## src/rtl/rxq_pkg.sv

```systemverilog
package rxq_pkg;
    localparam int unsigned RXQ_DATA_W = 8;
    localparam int unsigned RXQ_DEPTH  = 32;
    localparam int unsigned RXQ_TRIG_W = 6;
endpackage

```

## src/rtl/rxq_store.sv

```systemverilog
module rxq_store #(
    parameter int unsigned DATA_W = 8,
    parameter int unsigned DEPTH  = 32,
    localparam int unsigned PTR_W = (DEPTH > 1) ? $clog2(DEPTH) : 1
) (
    input  logic              clk,
    input  logic              rst_n,
    input  logic              wr_en,
    input  logic [DATA_W-1:0] wr_data,
    input  logic              rd_en,
    output logic [DATA_W-1:0] rd_data
);
    typedef struct packed {
        logic [PTR_W-1:0] wr_ptr;
        logic [PTR_W-1:0] rd_ptr;
    } ptr_t;

    ptr_t ptr_d, ptr_q;
    logic [DATA_W-1:0] slot_q [DEPTH];

    function automatic logic [PTR_W-1:0] bump(input logic [PTR_W-1:0] p);
        if (p == PTR_W'(DEPTH - 1)) begin
            return '0;
        end
        return p + 1'b1;
    endfunction

    always_comb begin
        ptr_d = ptr_q;
        if (wr_en) begin
            ptr_d.wr_ptr = bump(ptr_q.wr_ptr);
        end
        if (rd_en) begin
            ptr_d.rd_ptr = bump(ptr_q.rd_ptr);
        end
    end

    always_ff @(posedge clk or negedge rst_n) begin
        if (!rst_n) begin
            ptr_q <= '0;
        end else begin
            ptr_q <= ptr_d;
        end
    end

    for (genvar g = 0; g < DEPTH; g++) begin : g_slot
        always_ff @(posedge clk) begin
            if (wr_en && (ptr_q.wr_ptr == PTR_W'(g))) begin
                slot_q[g] <= wr_data;
            end
        end
    end

    assign rd_data = slot_q[ptr_q.rd_ptr];

    // pointers never leave the storage range
    assert_ptr_range_R2: assert property (@(posedge clk) disable iff (!rst_n)
        (32'(ptr_q.wr_ptr) < DEPTH) && (32'(ptr_q.rd_ptr) < DEPTH));
endmodule

```

## src/rtl/rxq_level.sv

```systemverilog
module rxq_level #(
    parameter int unsigned DEPTH = 32,
    localparam int unsigned CNT_W = $clog2(DEPTH + 1)
) (
    input  logic             clk,
    input  logic             rst_n,
    input  logic             push,
    input  logic             pop,
    input  logic             ovr_clr,
    output logic             push_ok,
    output logic             pop_ok,
    output logic [CNT_W-1:0] cnt_d,
    output logic [CNT_W-1:0] cnt_q,
    output logic             full,
    output logic             empty,
    output logic             overrun
);
    typedef struct packed {
        logic [CNT_W-1:0] cnt;
        logic             ovr;
    } lvl_t;

    lvl_t lvl_d, lvl_q;

    always_comb begin
        lvl_d   = lvl_q;
        full    = (lvl_q.cnt == CNT_W'(DEPTH));
        empty   = (lvl_q.cnt == '0);
        push_ok = push && !full;
        pop_ok  = pop && !empty;
        unique case ({push_ok, pop_ok})
            2'b10:   lvl_d.cnt = lvl_q.cnt + 1'b1;
            2'b01:   lvl_d.cnt = lvl_q.cnt - 1'b1;
            default: lvl_d.cnt = lvl_q.cnt;
        endcase
        if (push && full) begin
            lvl_d.ovr = 1'b1;
        end else if (ovr_clr) begin
            lvl_d.ovr = 1'b0;
        end
    end

    always_ff @(posedge clk or negedge rst_n) begin
        if (!rst_n) begin
            lvl_q <= '0;
        end else begin
            lvl_q <= lvl_d;
        end
    end

    assign cnt_d   = lvl_d.cnt;
    assign cnt_q   = lvl_q.cnt;
    assign overrun = lvl_q.ovr;

    assert_flags_excl_R12: assert property (@(posedge clk) disable iff (!rst_n)
        !(full && empty));
    assert_cnt_bound_R12: assert property (@(posedge clk) disable iff (!rst_n)
        32'(cnt_q) <= DEPTH);
    assert_ovr_set_R3: assert property (@(posedge clk) disable iff (!rst_n)
        (push && full) |=> overrun);
    assert_ovr_sticky_R4: assert property (@(posedge clk) disable iff (!rst_n)
        (overrun && !ovr_clr) |=> overrun);
    assert_pop_empty_R10: assert property (@(posedge clk) disable iff (!rst_n)
        (empty && pop && !push) |=> empty);
endmodule

```

## src/rtl/rxq_cts.sv

```systemverilog
module rxq_cts #(
    parameter int unsigned DEPTH  = 32,
    parameter int unsigned TRIG_W = 6,
    localparam int unsigned CNT_W = $clog2(DEPTH + 1)
) (
    input  logic              clk,
    input  logic              rst_n,
    input  logic              trig_wr,
    input  logic [TRIG_W-1:0] trig_val,
    input  logic [CNT_W-1:0]  cnt_d,
    output logic [TRIG_W-1:0] trig_q,
    output logic              cts_n
);
    localparam logic [TRIG_W-1:0] TRIG_MAX = TRIG_W'(DEPTH);

    typedef struct packed {
        logic [TRIG_W-1:0] trig;
        logic              stop;
    } cts_t;

    cts_t cs_d, cs_q;

    always_comb begin
        cs_d = cs_q;
        if (trig_wr) begin
            cs_d.trig = (32'(trig_val) > DEPTH) ? TRIG_MAX : trig_val;
        end
        cs_d.stop = (32'(cnt_d) >= 32'(cs_d.trig));
    end

    always_ff @(posedge clk or negedge rst_n) begin
        if (!rst_n) begin
            cs_q.trig <= TRIG_MAX;
            cs_q.stop <= 1'b0;
        end else begin
            cs_q <= cs_d;
        end
    end

    assign trig_q = cs_q.trig;
    assign cts_n  = cs_q.stop;

    assert_trig_range_R8: assert property (@(posedge clk) disable iff (!rst_n)
        32'(trig_q) <= DEPTH);
    assert_zero_trig_R9: assert property (@(posedge clk) disable iff (!rst_n)
        (trig_q == '0) |-> cts_n);
endmodule

```

## src/rtl/rxq_cts_fifo.sv

```systemverilog
module rxq_cts_fifo
    import rxq_pkg::*;
#(
    parameter int unsigned DATA_W = RXQ_DATA_W,
    parameter int unsigned DEPTH  = RXQ_DEPTH,
    parameter int unsigned TRIG_W = RXQ_TRIG_W
) (
    input  logic              clk,
    input  logic              rst_n,
    input  logic              push,
    input  logic [DATA_W-1:0] push_data,
    input  logic              pop,
    output logic [DATA_W-1:0] pop_data,
    input  logic              trig_wr,
    input  logic [TRIG_W-1:0] trig_val,
    input  logic              ovr_clr,
    output logic              cts_n,
    output logic              full,
    output logic              empty,
    output logic              overrun
);
    localparam int unsigned CNT_W = $clog2(DEPTH + 1);

    logic             push_ok;
    logic             pop_ok;
    logic [CNT_W-1:0] cnt_d;
    logic [CNT_W-1:0] cnt_q;
    logic [TRIG_W-1:0] trig_q;

    rxq_level #(.DEPTH(DEPTH)) u_level (
        .clk     (clk),
        .rst_n   (rst_n),
        .push    (push),
        .pop     (pop),
        .ovr_clr (ovr_clr),
        .push_ok (push_ok),
        .pop_ok  (pop_ok),
        .cnt_d   (cnt_d),
        .cnt_q   (cnt_q),
        .full    (full),
        .empty   (empty),
        .overrun (overrun)
    );

    rxq_store #(.DATA_W(DATA_W), .DEPTH(DEPTH)) u_store (
        .clk     (clk),
        .rst_n   (rst_n),
        .wr_en   (push_ok),
        .wr_data (push_data),
        .rd_en   (pop_ok),
        .rd_data (pop_data)
    );

    rxq_cts #(.DEPTH(DEPTH), .TRIG_W(TRIG_W)) u_cts (
        .clk      (clk),
        .rst_n    (rst_n),
        .trig_wr  (trig_wr),
        .trig_val (trig_val),
        .cnt_d    (cnt_d),
        .trig_q   (trig_q),
        .cts_n    (cts_n)
    );

    assert_cts_level_R5: assert property (@(posedge clk) disable iff (!rst_n)
        cts_n == (32'(cnt_q) >= 32'(trig_q)));
    assert_full_hold_R3: assert property (@(posedge clk) disable iff (!rst_n)
        (full && push && !pop) |=> (full && $stable(cnt_q)));
    assert_pass_through_R11: assert property (@(posedge clk) disable iff (!rst_n)
        (push && pop && !full && !empty) |=> $stable(cnt_q));
endmodule

```

## config.mk

```make
export PLATFORM = sky130hd
export DESIGN_NAME = rxq_cts_fifo
export DESIGN_NICKNAME = d
export VERILOG_FILES = /design/src/rtl/rxq_pkg.sv /design/src/rtl/rxq_store.sv /design/src/rtl/rxq_level.sv /design/src/rtl/rxq_cts.sv /design/src/rtl/rxq_cts_fifo.sv
export SDC_FILE = /design/constraint.sdc
export NUM_CORES = 1
export LEC_CHECK = 0
export BUFFER_PORTS_ARGS = -buffer_cell sky130_fd_sc_hd__buf_2
export CAP_MARGIN = 30
export CORE_MARGIN = 1
export CORE_UTILIZATION = 23
export DETAILED_ROUTE_END_ITERATION = 8
export GPL_TIMING_DRIVEN = 1
export HOLD_SLACK_MARGIN = 0.03
export PLACE_DENSITY = 0.37
export SKIP_LAST_GASP = 1
export SLEW_MARGIN = 5
export SYNTH_ARGS = -nofsm -noshare
export SYNTH_HDL_FRONTEND = slang
export SYNTH_SLANG_ARGS = --single-unit
```

## constraint.sdc

```tcl
create_clock -name clk -period 9.4 [get_ports clk]
set_clock_uncertainty 0.1 [all_clocks]
set_input_delay 1.88 -clock clk [delete_from_list [all_inputs] [get_ports clk]]
set_output_delay 1.88 -clock clk [all_outputs]
set_load 0.02 [all_outputs]
```

==> flow_metrics.env, run 1 <==
export IMPL_p_switching_mw=1.38
export IMPL_diodes=0
export IMPL_die_h_um=227
export IMPL_dp_hpwl_um=19300
export IMPL_synth_area_leader_cell="edfxtp_1"
export IMPL_synth_area_um2=11600
export IMPL_drt_initial_drc_count=309
export IMPL_postSynth_asyncResetShare=0.0857
export IMPL_grt_pass1_wl_um=43800
export IMPL_arrival_ns=3.18
export IMPL_wl_um=30000
export IMPL_io_pins=32
export IMPL_portBuffers=31
export IMPL_powerDensity_nw_per_um2=298
export IMPL_dpl_cell_count=1355
export IMPL_finalWorstSetupSlack_ns=4.24
export IMPL_crit_fanout=47
export IMPL_clockRootBuffer="clkbuf_16"
export IMPL_drv_slew=0
export IMPL_ctsResizeCount=0
export IMPL_synth_area_leaders="edfxtp_1, mux4_2, mux2i_1"
export IMPL_syn_inst=681
export IMPL_clk_latency_ns=0.52
export IMPL_initial_core_util=0.235
export IMPL_clockPowerShare=0.320
export IMPL_slew_headroom=0.346
export IMPL_ir_drop_mv=0.133
export IMPL_fmax_mhz=194
export IMPL_hp_class="reg -> reg"
export IMPL_wl_per_cell_um=21.2
export IMPL_cts_setup_buffers=0
export IMPL_core_area_um2=49400
export IMPL_final_cells=1419
export IMPL_fp_dieW_um=227
export IMPL_fin_setup_tns_ns=0
export IMPL_rsz0062_at_grt="no"
export IMPL_place_gp_congestion=0.747
export IMPL_cts_tree="yes"
export IMPL_place_ws_ns=3.68
export IMPL_grt_max_degree=52
export IMPL_yosys_warnings=0
export IMPL_hold_viol=0
export IMPL_drt_met1_wl_um=14000
export IMPL_antenna_found_initial=0
export IMPL_wl_met2_um=14000
export IMPL_antenna_left=0
export IMPL_cp_required_ns=7.42
export IMPL_ctsHoldBuffers=0
export IMPL_yosysSeqAreaShare=0.714
export IMPL_grt_pass1_vias=6300
export IMPL_cts_num_sinks=280
export IMPL_setup_viol=0
export IMPL_p_leak_nw=4.70
export IMPL_syn_num_nets=721
export IMPL_grt_usage=0.119
export IMPL_crit_type="reg -> out"
export IMPL_first_pass_iters=5
export IMPL_final_nets=771
export IMPL_syn_avg_cell_area_um2=17.0
export IMPL_period_share=0.549
export IMPL_status="completed"
export IMPL_clockBufferDepth=3
export IMPL_num_vias=6117
export IMPL_met3WireLength_um=1300
export IMPL_htree_levels=2
export IMPL_ys_ff_latch=280
export IMPL_vias_per_cell=4.31
export IMPL_fillCellCount=4953
export IMPL_yosysTopAreaCellShare=0.662
export IMPL_synth_ff_type="edfxtp_1"
export IMPL_rows=81
export IMPL_synth_edf_count=256
export IMPL_worstMarginPinSlew_ns=0.981
export IMPL_p_int_mw=2.75
export IMPL_cts_buffers=34
export IMPL_power_frac_seq=0.376
export IMPL_area_growth_syn_to_layout_pct=19.2
export IMPL_highest_layer="met4"
export IMPL_startpoint_type="register"
export IMPL_drc=0
export IMPL_grt_overflow=0
export IMPL_path_clk_slew_ns=0.06
export IMPL_drv_cap=0
export IMPL_ys_types=50
export IMPL_combPwrFrac=0.304
export IMPL_swShare=0.334
export IMPL_drive_gt1_frac=0.208
export IMPL_die_area_um2=51400
export IMPL_finalCriticalPeriod_ns=5.16
export IMPL_crit_path_end_kind="output port"
[final cells by class]
cell class,instances,area (µm²),share of cell area
clock buffers,36,880,0.0636
multi-input cells,344,3110,0.225
inverters,21,78.8,0.00570
well taps,664,831,0.0600
flip-flops and latches,280,8290,0.599
clock inverters,24,241,0.0175
repair buffers,50,400,0.0289
[power by group through the flow]
stage | clock (mW) | sequential [mW] | combinational (mW)
after floorplan | 0 | 1.52 | 0.864
after global placement | 0 | 1.64 | 1.16
after detailed placement | 0 | 1.64 | 1.19
after CTS | 1.35 | 1.62 | 1.19
after global routing | 1.40 | 1.57 | 1.36
final | 1.32 | 1.55 | 1.26
[sequential cells by signal (all words and copies together), names as in the netlist]
register,cells
u_cts.cts_n,1
u_level.cnt_q,6
u_store.slot_q,256
u_store.ptr_q,10
u_cts.trig_q,6
u_level.overrun,1
[through the flow]
stage	area (µm²)	total power, mW	utilization	hold WS [ns]
after floorplan	11600	2.39	-	0.415
after global placement	12500	2.80	0.254	0.410
after detailed placement	12600	2.83	0.256	0.428
after CTS	13700	4.16	0.279	0.436
after global routing	13800	4.33	0.280	0.467
final	13800	4.13	0.280	0.430
[placed cells by master, fill, tap and decap left out, types with 5 or more instances in the layout]
| master | n |
|---|---|
| edfxtp_1 | 256 |
| dfrtp_1 | 22 |
| nand2_1 | 36 |
| buf_4 | 10 |
| a21o_1 | 5 |
| nand3b_1 | 5 |
| and2_1 | 15 |
| nor3_1 | 8 |
| ha_1 | 19 |
| clkinv_1 | 11 |
| mux4_2 | 32 |
| buf_2 | 31 |
| a22o_1 | 8 |
| inv_1 | 21 |
| o21a_1 | 5 |
| nor2_1 | 13 |
| clkbuf_16 | 35 |
| a22oi_1 | 16 |
| a21oi_1 | 19 |
| mux2i_1 | 66 |
| nor3_2 | 6 |
| o21ai_0 | 11 |
| a221oi_1 | 7 |
| nand3_1 | 27 |
[path summary, 6_finish.rpt]
path,to,start,slack [ns],cells after the start
worst max-delay path,pop_data[2],u_store.ptr_q[0]$_DFFE_PN0P_,4.24,7
worst min-delay path,u_level.overrun$_DFFE_PN0P_,u_level.overrun$_DFFE_PN0P_,0.43,2
worst max register to register,u_cts.cts_n$_DFF_PN0_,u_level.cnt_q[1]$_DFF_PN0_,5.25,12
worst min register to register,u_level.overrun$_DFFE_PN0P_,u_level.overrun$_DFFE_PN0P_,0.43,2
max in group asynchronous,u_store.ptr_q[0]$_DFFE_PN0P_,rst_n,7.48,1
min in group asynchronous,u_cts.cts_n$_DFF_PN0_,rst_n,1.27,1
[routing by layer]
metal / global-route usage / vias to the layer above
met5: 0 / -
met4: 0.0381 / 0
met3: 0.0232 / 45
met2: 0.189 / 121
met1: 0.163 / 3157
li1: - / 2794
[cells in the mapped netlist (11+ instances only)]
cell	number
edfxtp_1	256
mux2i_1	66
nand2_1	36
mux4_2	32
nand3_1	27
dfrtp_1	23
inv_1	21
a21oi_1	19
ha_1	19
a22oi_1	16
and2_1	15
nor2_1	14
nor3_1	14
clkbuf_1	11
o21ai_0	11
[cell families after synthesis]
logic type               after synthesis  synth area share
buffers and inverters                 57            0.0243
adder cells (fa/ha/maj)               20            0.0222
XOR/XNOR                               5           0.00377
multiplexers                         101             0.122
AND/OR/NAND/NOR                      137            0.0617
flip-flops                           280             0.714
AO/OA/AOI/OAI                         81            0.0520
[worst max-delay path, stage by stage, from the launching register on]
cell and delay, ns:
dfrtp_4 0.51, buf_4 0.21, buf_16 0.31, mux4_2 0.56, a22o_1 0.28, a221oi_1 0.42
nand3_1 0.17, buf_2 0.19
Power figures use the tool's default switching activity.
==> run 2, diff against run 1 <==
==> constraint.sdc (replaced) <==
create_clock -name clk -period 4.95 [get_ports clk]
set_clock_uncertainty 0.1 [all_clocks]
set_input_delay 0.99 -clock clk [delete_from_list [all_inputs] [get_ports clk]]
set_output_delay 0.99 -clock clk [all_outputs]
set_load 0.02 [all_outputs]
==> flow_metrics.env, run 2 (synthesized netlist as in run 1, its figures left out) <==
export IMPL_status="completed"
export IMPL_crit_type="reg -> out"
export IMPL_clk_latency_ns=0.51
export IMPL_final_nets=776
export IMPL_crit_fanout=27
export IMPL_finalCriticalPeriod_ns=4.29
export IMPL_most_common_layout_cells="edfxtp_1, mux2i_1, nand2_1"
export IMPL_cts_num_sinks=280
export IMPL_path_clk_slew_ns=0.06
export IMPL_drive_gt1_frac=0.201
export IMPL_top_regs="u_store.slot_q x256, u_store.ptr_q x10"
export IMPL_rsz0062_at_grt="no"
export IMPL_arrival_ns=3.20
export IMPL_hold_viol=0
export IMPL_reg2reg_from="u_level.cnt_q[1]$_DFF_PN0_"
export IMPL_core_area_um2=49400
export IMPL_drv_slew=0
export IMPL_worstMarginPinSlew_ns=0.947
export IMPL_ctsHoldBuffers=0
export IMPL_initial_core_util=0.235
export IMPL_area_growth_syn_to_layout_pct=18.2
export IMPL_place_gp_congestion=0.723
export IMPL_portBuffers=31
export IMPL_ctsResizeCount=0
export IMPL_fp_dieW_um=227
export IMPL_dp_hpwl_um=18700
export IMPL_fillCellCount=4994
export IMPL_fmax_mhz=233
export IMPL_grt_pass1_vias=6350
export IMPL_io_pins=32
export IMPL_htree_levels=2
export IMPL_fin_setup_tns_ns=0
export IMPL_die_area_um2=51400
export IMPL_grt_overflow=0
export IMPL_diodes=0
export IMPL_r2r_setup_slack_ns=1.04
export IMPL_reg2reg_to="u_cts.cts_n$_DFF_PN0_"
export IMPL_slew_headroom=0.364
export IMPL_num_vias=6021
export IMPL_regMostFlops="u_store.slot_q"
export IMPL_hp_class="in -> async"
export IMPL_first_pass_iters=4
export IMPL_grt_pass1_wl_um=43900
export IMPL_whs_ns=0.382
export IMPL_clockBufferDepth=3
export IMPL_wl_per_cell_um=20.8
export IMPL_rows=81
export IMPL_grt_usage=0.119
export IMPL_wl_um=29600
export IMPL_antenna_found_initial=0
export IMPL_setup_viol=0
export IMPL_grt_max_degree=33
export IMPL_crit_path_end_kind="output port"
export IMPL_ir_drop_mv=0.194
export IMPL_largest_reg_flops=256
export IMPL_antenna_left=0
export IMPL_p_leak_nw=4.66
export IMPL_cts_buffers=34
export IMPL_drt_initial_drc_count=229
export IMPL_reg2reg_depth=13
export IMPL_cp_required_ns=3.86
export IMPL_die_h_um=227
export IMPL_powerDensity_nw_per_um2=553
export IMPL_cts_tree="yes"
export IMPL_drc=0
export IMPL_clockRootBuffer="clkbuf_16"
export IMPL_vias_per_cell=4.24
export IMPL_drv_cap=0
export IMPL_final_common_cell="edfxtp_1"
export IMPL_startpoint_type="register"
export IMPL_cts_setup_buffers=0
export IMPL_period_share=0.868
[run 2: changes by cell type in the layout (fill, tap and decap cells not counted), moves of 3 or more]
cell	previous run	this run
buf_16	4	1
buf_4	10	20
buf_6	4	1
clkbuf_1	1	10
clkinv_1	11	3
[run 2: metal layers]
metal  GRT usage  up-vias  routed length (µm)
li1            -     2793                   -
met1       0.164     3088               13900
met2       0.193      110               14000
met3      0.0209       30                1260
met4      0.0316        0                 451
met5           0        -                   0
[run 2: worst max-delay path: stages, from the launching register on]
cell and delay [ns]:
dfrtp_4 0.76, buf_12 0.29, mux4_2 0.57, a22o_1 0.24, a221oi_1 0.40, nand3_1 0.22
buf_2 0.21
[run 2: worst max path at each step]
| stage | startpoint | endpoint | slack, ns | cells past startpoint |
|---|---|---|---|---|
| finish | u_store.ptr_q[0]$_DFFE_PN0P_ | pop_data[1] | 0.66 | 6 |
| detailed placement | u_level.cnt_q[1]$_DFF_PN0_ | u_cts.cts_n$_DFF_PN0_ | 0.98 | 13 |
| floorplan | u_level.cnt_q[1]$_DFF_PN0_ | u_cts.cts_n$_DFF_PN0_ | 1.08 | 13 |
| global route | u_store.ptr_q[0]$_DFFE_PN0P_ | pop_data[0] | 0.38 | 6 |
| CTS | u_store.ptr_q[0]$_DFFE_PN0P_ | pop_data[0] | 0.54 | 6 |
| global placement | u_store.ptr_q[0]$_DFFE_PN0P_ | pop_data[4] | 0.91 | 5 |
[run 2: power by group]
part / internal [mW] / switching (mW) / total [mW]
logic: 0.911 / 1.33 / 2.24
clock network: 1.40 / 0.946 / 2.35
registers: 2.77 / 0.224 / 2.99
total: 5.08 / 2.50 / 7.58
[run 2: stage by stage]
| step | std cells | setup WS (ns) | util | cell area [µm²] | power (mW) |
|---|---|---|---|---|---|
| 4_1_cts | 1417 | 0.536 | 0.277 | 13700 | 7.76 |
| 5_1_grt | 1420 | 0.385 | 0.278 | 13700 | 8.04 |
| 2_1_floorplan | 681 | 1.08 | - | 11600 | 4.53 |
| 6_report | 1420 | 0.655 | 0.278 | 13700 | 7.58 |
| 3_3_place_gp | 1358 | 0.909 | 0.255 | 12600 | 5.33 |
| 3_5_place_dp | 1361 | 0.980 | 0.256 | 12600 | 5.36 |
[run 2: area by class of cell]
cell class                 instances  area [µm²]  share of cell area
sequential                       280        8290               0.604
tap                              664         831              0.0606
timing repair buffer              55         378              0.0275
clock inverter                    11         131             0.00958
inverter                          21        78.8             0.00575
multi-input combinational        344        3090               0.226
clock buffer                      45         913              0.0666
